--- config.mk ---
export PLATFORM = sky130hd
export DESIGN_NAME = cfgsum_engine
export DESIGN_NICKNAME = d
export VERILOG_FILES = /design/src/rtl/cfgsum_pkg.sv /design/src/rtl/cfgsum_fetch.sv /design/src/rtl/cfgsum_pack.sv /design/src/rtl/cfgsum_fold.sv /design/src/rtl/cfgsum_engine.sv
export SDC_FILE = /design/constraint.sdc
export NUM_CORES = 1
export LEC_CHECK = 0
export ABC_AREA = 1
export BUFFER_PORTS_ARGS = -buffer_cell sky130_fd_sc_hd__buf_2
export CORE_ASPECT_RATIO = 1.5
export CORE_UTILIZATION = 55
export DETAILED_ROUTE_END_ITERATION = 10
export PLACE_DENSITY = 0.8
export REMOVE_ABC_BUFFERS = 1
export SKIP_LAST_GASP = 1
export SLEW_MARGIN = 20
export SYNTH_ARGS = -nofsm -noshare
export SYNTH_HDL_FRONTEND = slang
export SYNTH_SLANG_ARGS = --single-unit
--- constraint.sdc ---
create_clock -name clk -period 2.01 [get_ports clk]
set_clock_uncertainty 0.1 [all_clocks]
set_input_delay 0.402 -clock clk [delete_from_list [all_inputs] [get_ports clk]]
set_output_delay 0.402 -clock clk [all_outputs]
set_load 0.005 [all_outputs]
--- src/rtl/cfgsum_pkg.sv ---
package cfgsum_pkg;

   localparam int SUM_W = 16;
   typedef logic [SUM_W-1:0] sum_t;
   localparam sum_t SUM_SEED = 16'hFFFF;

   // One fold step of the nibble shift-and-XOR network.
   function automatic sum_t fold_word(sum_t prev, sum_t word);
      sum_t       mix;
      sum_t       acc;
      logic [3:0] lo;
      logic [3:0] hi;
      mix = prev ^ word;
      lo  = mix[3:0];
      hi  = mix[7:4] ^ lo;
      acc = prev >> 8;
      acc = acc ^ (({12'h000, lo} << 3) | ({12'h000, lo} << 8));
      acc = acc ^ ({12'h000, hi} | ({12'h000, hi} << 7) | ({12'h000, hi} << 12));
      return acc;
   endfunction

endpackage

--- src/rtl/cfgsum_fetch.sv ---
module cfgsum_fetch #(
   parameter int ADDR_W = 16,
   parameter int CNT_W  = 16
) (
   input  logic              clk,
   input  logic              rst_n,
   input  logic              launch_i,
   input  logic [ADDR_W-1:0] base_i,
   input  logic [CNT_W-1:0]  count_i,
   output logic              rd_en_o,
   output logic [ADDR_W-1:0] rd_addr_o,
   output logic              beat_vld_o,
   output logic              beat_last_o,
   output logic              busy_o
);

   localparam logic [CNT_W-1:0]  CNT_ONE  = CNT_W'(1);
   localparam logic [ADDR_W-1:0] ADDR_ONE = ADDR_W'(1);

   logic [ADDR_W-1:0] addr_q;
   logic [CNT_W-1:0]  left_q;
   logic              busy_q;
   logic              vld_q;
   logic              last_q;

   assign rd_en_o     = busy_q && (left_q != '0);
   assign rd_addr_o   = addr_q;
   assign beat_vld_o  = vld_q;
   assign beat_last_o = last_q;
   assign busy_o      = busy_q;

   always_ff @(posedge clk or negedge rst_n) begin
      if (!rst_n) begin
         addr_q <= '0;
         left_q <= '0;
         busy_q <= 1'b0;
         vld_q  <= 1'b0;
         last_q <= 1'b0;
      end else begin
         vld_q  <= rd_en_o;
         last_q <= rd_en_o && (left_q == CNT_ONE);
         if (launch_i) begin
            addr_q <= base_i;
            left_q <= count_i;
            busy_q <= 1'b1;
         end else begin
            if (rd_en_o) begin
               addr_q <= addr_q + ADDR_ONE;
               left_q <= left_q - CNT_ONE;
            end
            if (vld_q && last_q) busy_q <= 1'b0;
         end
      end
   end

   // a running read stream steps by one and is never reloaded
   a_r3_addr_step: assert property (@(posedge clk) disable iff (!rst_n)
      (rd_en_o && left_q != CNT_ONE) |=> (rd_en_o && rd_addr_o == $past(rd_addr_o) + ADDR_ONE));

   // no read follows the final byte
   a_r3_no_read_after_last: assert property (@(posedge clk) disable iff (!rst_n)
      last_q |-> !rd_en_o);

   // returned last byte ends the job
   a_r7_busy_ends: assert property (@(posedge clk) disable iff (!rst_n)
      (vld_q && last_q) |=> !busy_o);

endmodule

--- src/rtl/cfgsum_pack.sv ---
module cfgsum_pack (
   input  logic        clk,
   input  logic        rst_n,
   input  logic        clear_i,
   input  logic        beat_vld_i,
   input  logic        beat_last_i,
   input  logic [7:0]  byte_i,
   output logic        word_vld_o,
   output logic [15:0] word_o
);

   logic       phase_q;
   logic [7:0] hi_q;

   assign word_vld_o = beat_vld_i && (phase_q || beat_last_i);
   assign word_o     = phase_q ? {hi_q, byte_i} : {byte_i, 8'h00};

   always_ff @(posedge clk or negedge rst_n) begin
      if (!rst_n) begin
         phase_q <= 1'b0;
         hi_q    <= '0;
      end else if (clear_i) begin
         phase_q <= 1'b0;
      end else if (beat_vld_i) begin
         if (phase_q) begin
            phase_q <= 1'b0;
         end else if (!beat_last_i) begin
            hi_q    <= byte_i;
            phase_q <= 1'b1;
         end
      end
   end

   // a job never leaves a half word pending
   a_r6_no_stray_half: assert property (@(posedge clk) disable iff (!rst_n)
      (beat_vld_i && beat_last_i) |=> !phase_q);

   // the held upper byte is the one taken on the previous beat
   a_r4_upper_held: assert property (@(posedge clk) disable iff (!rst_n)
      (beat_vld_i && !beat_last_i && !phase_q && !clear_i) |=> (hi_q == $past(byte_i)));

endmodule

--- src/rtl/cfgsum_fold.sv ---
module cfgsum_fold
   import cfgsum_pkg::*;
(
   input  logic clk,
   input  logic rst_n,
   input  logic seed_i,
   input  logic word_vld_i,
   input  sum_t word_i,
   output sum_t sum_o
);

   sum_t sum_q;

   assign sum_o = sum_q;

   always_ff @(posedge clk or negedge rst_n) begin
      if (!rst_n)          sum_q <= '0;
      else if (seed_i)     sum_q <= SUM_SEED;
      else if (word_vld_i) sum_q <= fold_word(sum_q, word_i);
   end

   // every accepted job begins from the seed
   a_r2_seed: assert property (@(posedge clk) disable iff (!rst_n)
      seed_i |=> (sum_o == 16'hFFFF));

   // no word, no change
   a_r8_hold: assert property (@(posedge clk) disable iff (!rst_n)
      (!seed_i && !word_vld_i) |=> $stable(sum_o));

endmodule

--- src/rtl/cfgsum_engine.sv ---
module cfgsum_engine
   import cfgsum_pkg::*;
#(
   parameter int ADDR_W = 16,
   parameter int CNT_W  = 16
) (
   input  logic              clk,
   input  logic              rst_n,
   input  logic              start_i,
   input  logic [ADDR_W-1:0] start_addr_i,
   input  logic [CNT_W-1:0]  byte_cnt_i,
   output logic              rd_en_o,
   output logic [ADDR_W-1:0] rd_addr_o,
   input  logic [7:0]        rd_data_i,
   output logic              busy_o,
   output logic              done_o,
   output logic [15:0]       sum_o
);

   generate
      if (ADDR_W < 1 || ADDR_W > 32) begin : g_bad_addr
         $error("cfgsum_engine: ADDR_W must be 1..32");
      end
      if (CNT_W < 1 || CNT_W > 32) begin : g_bad_cnt
         $error("cfgsum_engine: CNT_W must be 1..32");
      end
   endgenerate

   logic        accept;
   logic        launch;
   logic        empty_job;
   logic        beat_vld;
   logic        beat_last;
   logic        word_vld;
   logic [15:0] word;
   logic        done_q;

   assign accept    = start_i && !busy_o;
   assign empty_job = accept && (byte_cnt_i == '0);
   assign launch    = accept && (byte_cnt_i != '0);

   cfgsum_fetch #(.ADDR_W(ADDR_W), .CNT_W(CNT_W)) u_fetch (
      .clk         (clk),
      .rst_n       (rst_n),
      .launch_i    (launch),
      .base_i      (start_addr_i),
      .count_i     (byte_cnt_i),
      .rd_en_o     (rd_en_o),
      .rd_addr_o   (rd_addr_o),
      .beat_vld_o  (beat_vld),
      .beat_last_o (beat_last),
      .busy_o      (busy_o)
   );

   cfgsum_pack u_pack (
      .clk         (clk),
      .rst_n       (rst_n),
      .clear_i     (accept),
      .beat_vld_i  (beat_vld),
      .beat_last_i (beat_last),
      .byte_i      (rd_data_i),
      .word_vld_o  (word_vld),
      .word_o      (word)
   );

   cfgsum_fold u_fold (
      .clk        (clk),
      .rst_n      (rst_n),
      .seed_i     (accept),
      .word_vld_i (word_vld),
      .word_i     (word),
      .sum_o      (sum_o)
   );

   always_ff @(posedge clk or negedge rst_n) begin
      if (!rst_n) done_q <= 1'b0;
      else        done_q <= empty_job || (beat_vld && beat_last);
   end

   assign done_o = done_q;

   // completion is never reported during a job
   a_r7_done_idle: assert property (@(posedge clk) disable iff (!rst_n)
      done_o |-> !busy_o);

   // an empty job reads nothing and finishes at once with the seed
   a_r2_empty_job: assert property (@(posedge clk) disable iff (!rst_n)
      empty_job |=> (done_o && !rd_en_o && !busy_o && sum_o == 16'hFFFF));

   // a start while busy leaves the job running
   a_r9_start_ignored: assert property (@(posedge clk) disable iff (!rst_n)
      (start_i && busy_o && rd_en_o) |=> busy_o);

endmodule

==> metrics.txt <==
CP Capture Type output pin; clk_lat worst skew 0.32 ns; unrepaired setup endpoints after global routing true; asr flop ratio synth 1.00; CP peak stage delay around 0.46 ns; switching pwr approximately 1.2 mW; routed wire length 9470 um; Die ar. 0.00698 mm2; final setup TNS 0 ns; Power Density ~740 mW/mm2; status completed; Crit. Startpoint u_fetch.left_q[8]$_DFFE_PN0P_; top cell family by delay on the critical path simple AND/OR/NAND/NOR gates; RR Endpoint u_fetch.rd_addr_o[0]$_DFFE_PN0P_; leading cell types by count after synthesis 166 x nand2_1, 133 x nand3_1, 65 x inv_1, 53 x dfrtp_1, 49 x nor2_1; HPWL Detailed ~7000 um; critical path's slowest cell dfrtp_2; top fanout value on the critical path 5; worst path arrival time ~1.5 ns; GRT Resource Usage Total 0.298; starting density of the core 0.567; Sequential Power Share 0.437; DRT Pass-1 Iters 6; gpl congestion about 0.91; count leader, synth nand2_1; synth warn 0; synthesized area per cell roughly 6.7 um2; mapped cell area around 0.0037 mm2; Max IR drop VDD roughly 0.38 mV; Worst Path Buf+Inv 1; register area share after synthesis 0.363; Slew Limit Fails 0; Rows 36; Residual DRC 0; Sw Share 0.382; CP required 1.51 ns; initial antenna violation count 0; Diodes inserted 0; Iteration-0 DRC Markers between 200 and 250; Tcrit/Tclk final 0.987; CP Capture Point rd_en_o; most used cell along the critical path nor2_4; first-pass GRT wire length ~16,000 um; Final Util 0.664; Synth cell types 30; Final nets between 600 and 700; FF-to-FF setup slack roughly 0.14 ns; critical path depth 5; combinational power share 0.354; FF+latch count, synth 53; Routed Antenna Nets 0; Buffers on Ports slightly below 80; Worst Setup Start Kind register; Clock Path Buffers 2; MaxCap Viol Count 0; # IOs 78; Synth-to-Final Area Change 17.0%; Leak about 2.4 nW; R2R cell count 11; Synth area leaders dfrtp_1 36%, nand3_1 18%, nand2_1 17%, inv_1 6.7%, nor2_1 5.0%; drt wl/cell 13.4 um; Slew @ Worst Pin between 0.3 and 0.4 ns; worst-path cell chain nor2_4 > nand2_2 > nor2_4 > a21oi_4 > buf_2; Hold WC Path Type input port to register; Die Ht ~100 um; Die X between 60 and 70 um; normalized max-slew margin 0.740; Mapped Cells 549; CTS Buf Count 5; Root Driver clkbuf_8; Post-synth EDFFs 0; Int Pwr about 2.0 mW; CTS Sinks between 50 and 60; area leader, netlist dfrtp_1; via count between 3,000 and 4,000; vias in the first global route around 3,600; largest net degree at the start of global routing 54; Most used DFF post-synth dfrtp_1; share of cells above drive strength 1 0.189; total gr overflow 0; clk slew on worst S/H paths about 0.1 ns; top-area cell type share of the netlist area 0.363; worst r2r src u_fetch.left_q[0]$_DFFE_PN0P_; Final Critical Period ~2.0 ns; Clock Power Share 0.209; Via density 5.45; Final Setup Violations 0; htree depth 2; Fin. Hold Viols 0; FMAX roughly 500 MHz; Crit Path Category register to output pin; Core ar. 0.00644 mm2; CTS tree done
## sequential cells by signal (all words and copies together) (netlist names)
register	cells
done_o	1
u_pack.phase_q	1
u_fold.sum_o	16
u_fetch.busy_o	1
u_fetch.rd_addr_o	16
u_fetch.beat_last_o	1
u_fetch.left_q	16
u_fetch.beat_vld_o	1
## layout by cell type, fill, tap and decap left out, drive strengths merged
cell,count
ha,3
a21oi,1
clkbuf,6
dlygate4sd3,1
nand3b,6
inv,67
xor2,8
clkinv,4
dfrtp,53
a22oi,1
buf,89
nand3,133
o22ai,4
nor3,2
nor2,54
o21ai,13
nand4,4
xnor2,6
nand2,175
o21bai,1
## how the worst min path moves through the flow
stage / startpoint / to / slack (ns) / cells past startpoint
floorplan: rst_n / done_o$_DFF_PN0_ / 0.006 / 0
global placement: rst_n / u_fold.sum_o[1]$_DFFE_PN0P_ / 0.32 / 2
detailed placement: rst_n / u_fold.sum_o[4]$_DFFE_PN0P_ / 0.32 / 2
CTS: start_addr_i[14] / u_fetch.rd_addr_o[14]$_DFFE_PN0P_ / 0.21 / 3
global route: start_addr_i[12] / u_fetch.rd_addr_o[12]$_DFFE_PN0P_ / 0.21 / 3
finish: start_addr_i[9] / u_fetch.rd_addr_o[9]$_DFFE_PN0P_ / 0.22 / 3
## power by group through the flow
stage	logic [mW]	registers, mW	clock network [mW]
CTS	1.10	1.38	0.680
floorplan	0.695	1.39	0
global placement	1.04	1.39	0
finish	1.12	1.38	0.662
detailed placement	1.09	1.40	0
global route	1.31	1.40	0.716
## what timing repair did
action	4_1_cts	5_1_grt
pin swaps	2	1
hold buffers	1	0
setup buffers	2	0
gates resized for setup	3	2
endpoints found under the hold margin	53	0
endpoints found under the setup margin	1	3
## routing by layer
| layer | global-route usage | wire (um) | vias up |
|---|---|---|---|
| met3 | 0.0614 | 466 | 19 |
| li1 | - | - | 1920 |
| met2 | 0.511 | 4890 | 139 |
| met4 | 0.160 | 244 | 0 |
| met5 | 0 | 0 | - |
| met1 | 0.335 | 3870 | 1777 |
## kinds of logic (layout without fill, tap and decap cells)
logic type                 after synthesis  count (layout)  synth area share
AOI/OAI and AO/OA                       20              20            0.0312
xor gates and xnor gates                14              14            0.0336
adders and majority gates                3               3            0.0103
buffers and inverters                   85             167            0.0973
DFF                                     53              53             0.363
and+or+nand+nor                        374             374             0.465
## per-stage QoR
stage / hold slack [ns] / worst slack, ns / std cells / power [mW] / cell area [um2]
final: 0.216 / 0.0256 / 707 / 3.16 / 4280
after detailed placement: 0.323 / 0.207 / 696 / 2.49 / 4140
after CTS: 0.212 / 0.00926 / 707 / 3.16 / 4270
after global routing: 0.214 / -0.0561 / 707 / 3.43 / 4280
after global placement: 0.324 / 0.253 / 696 / 2.43 / 4140
after floorplan: 0.00641 / -0.0397 / 533 / 2.08 / 3560
## tightest hold or removal path, delay by kind of cell
family	cells	cell delay, ns
AND/OR/NAND/NOR	2	0.14
buffers and inverters	1	0.07
## final cells by class
cell class	instances	area (um2)
Tap cell	76	95.1
Sequential cell	53	1330
Multi-Input combinational cell	411	1980
Fill cell	578	2170
Timing Repair Buffer	90	510
Inverter	69	260
Clock buffer	6	82.6
Clock inverter	2	13.8
Power figures use the tool's default switching activity.
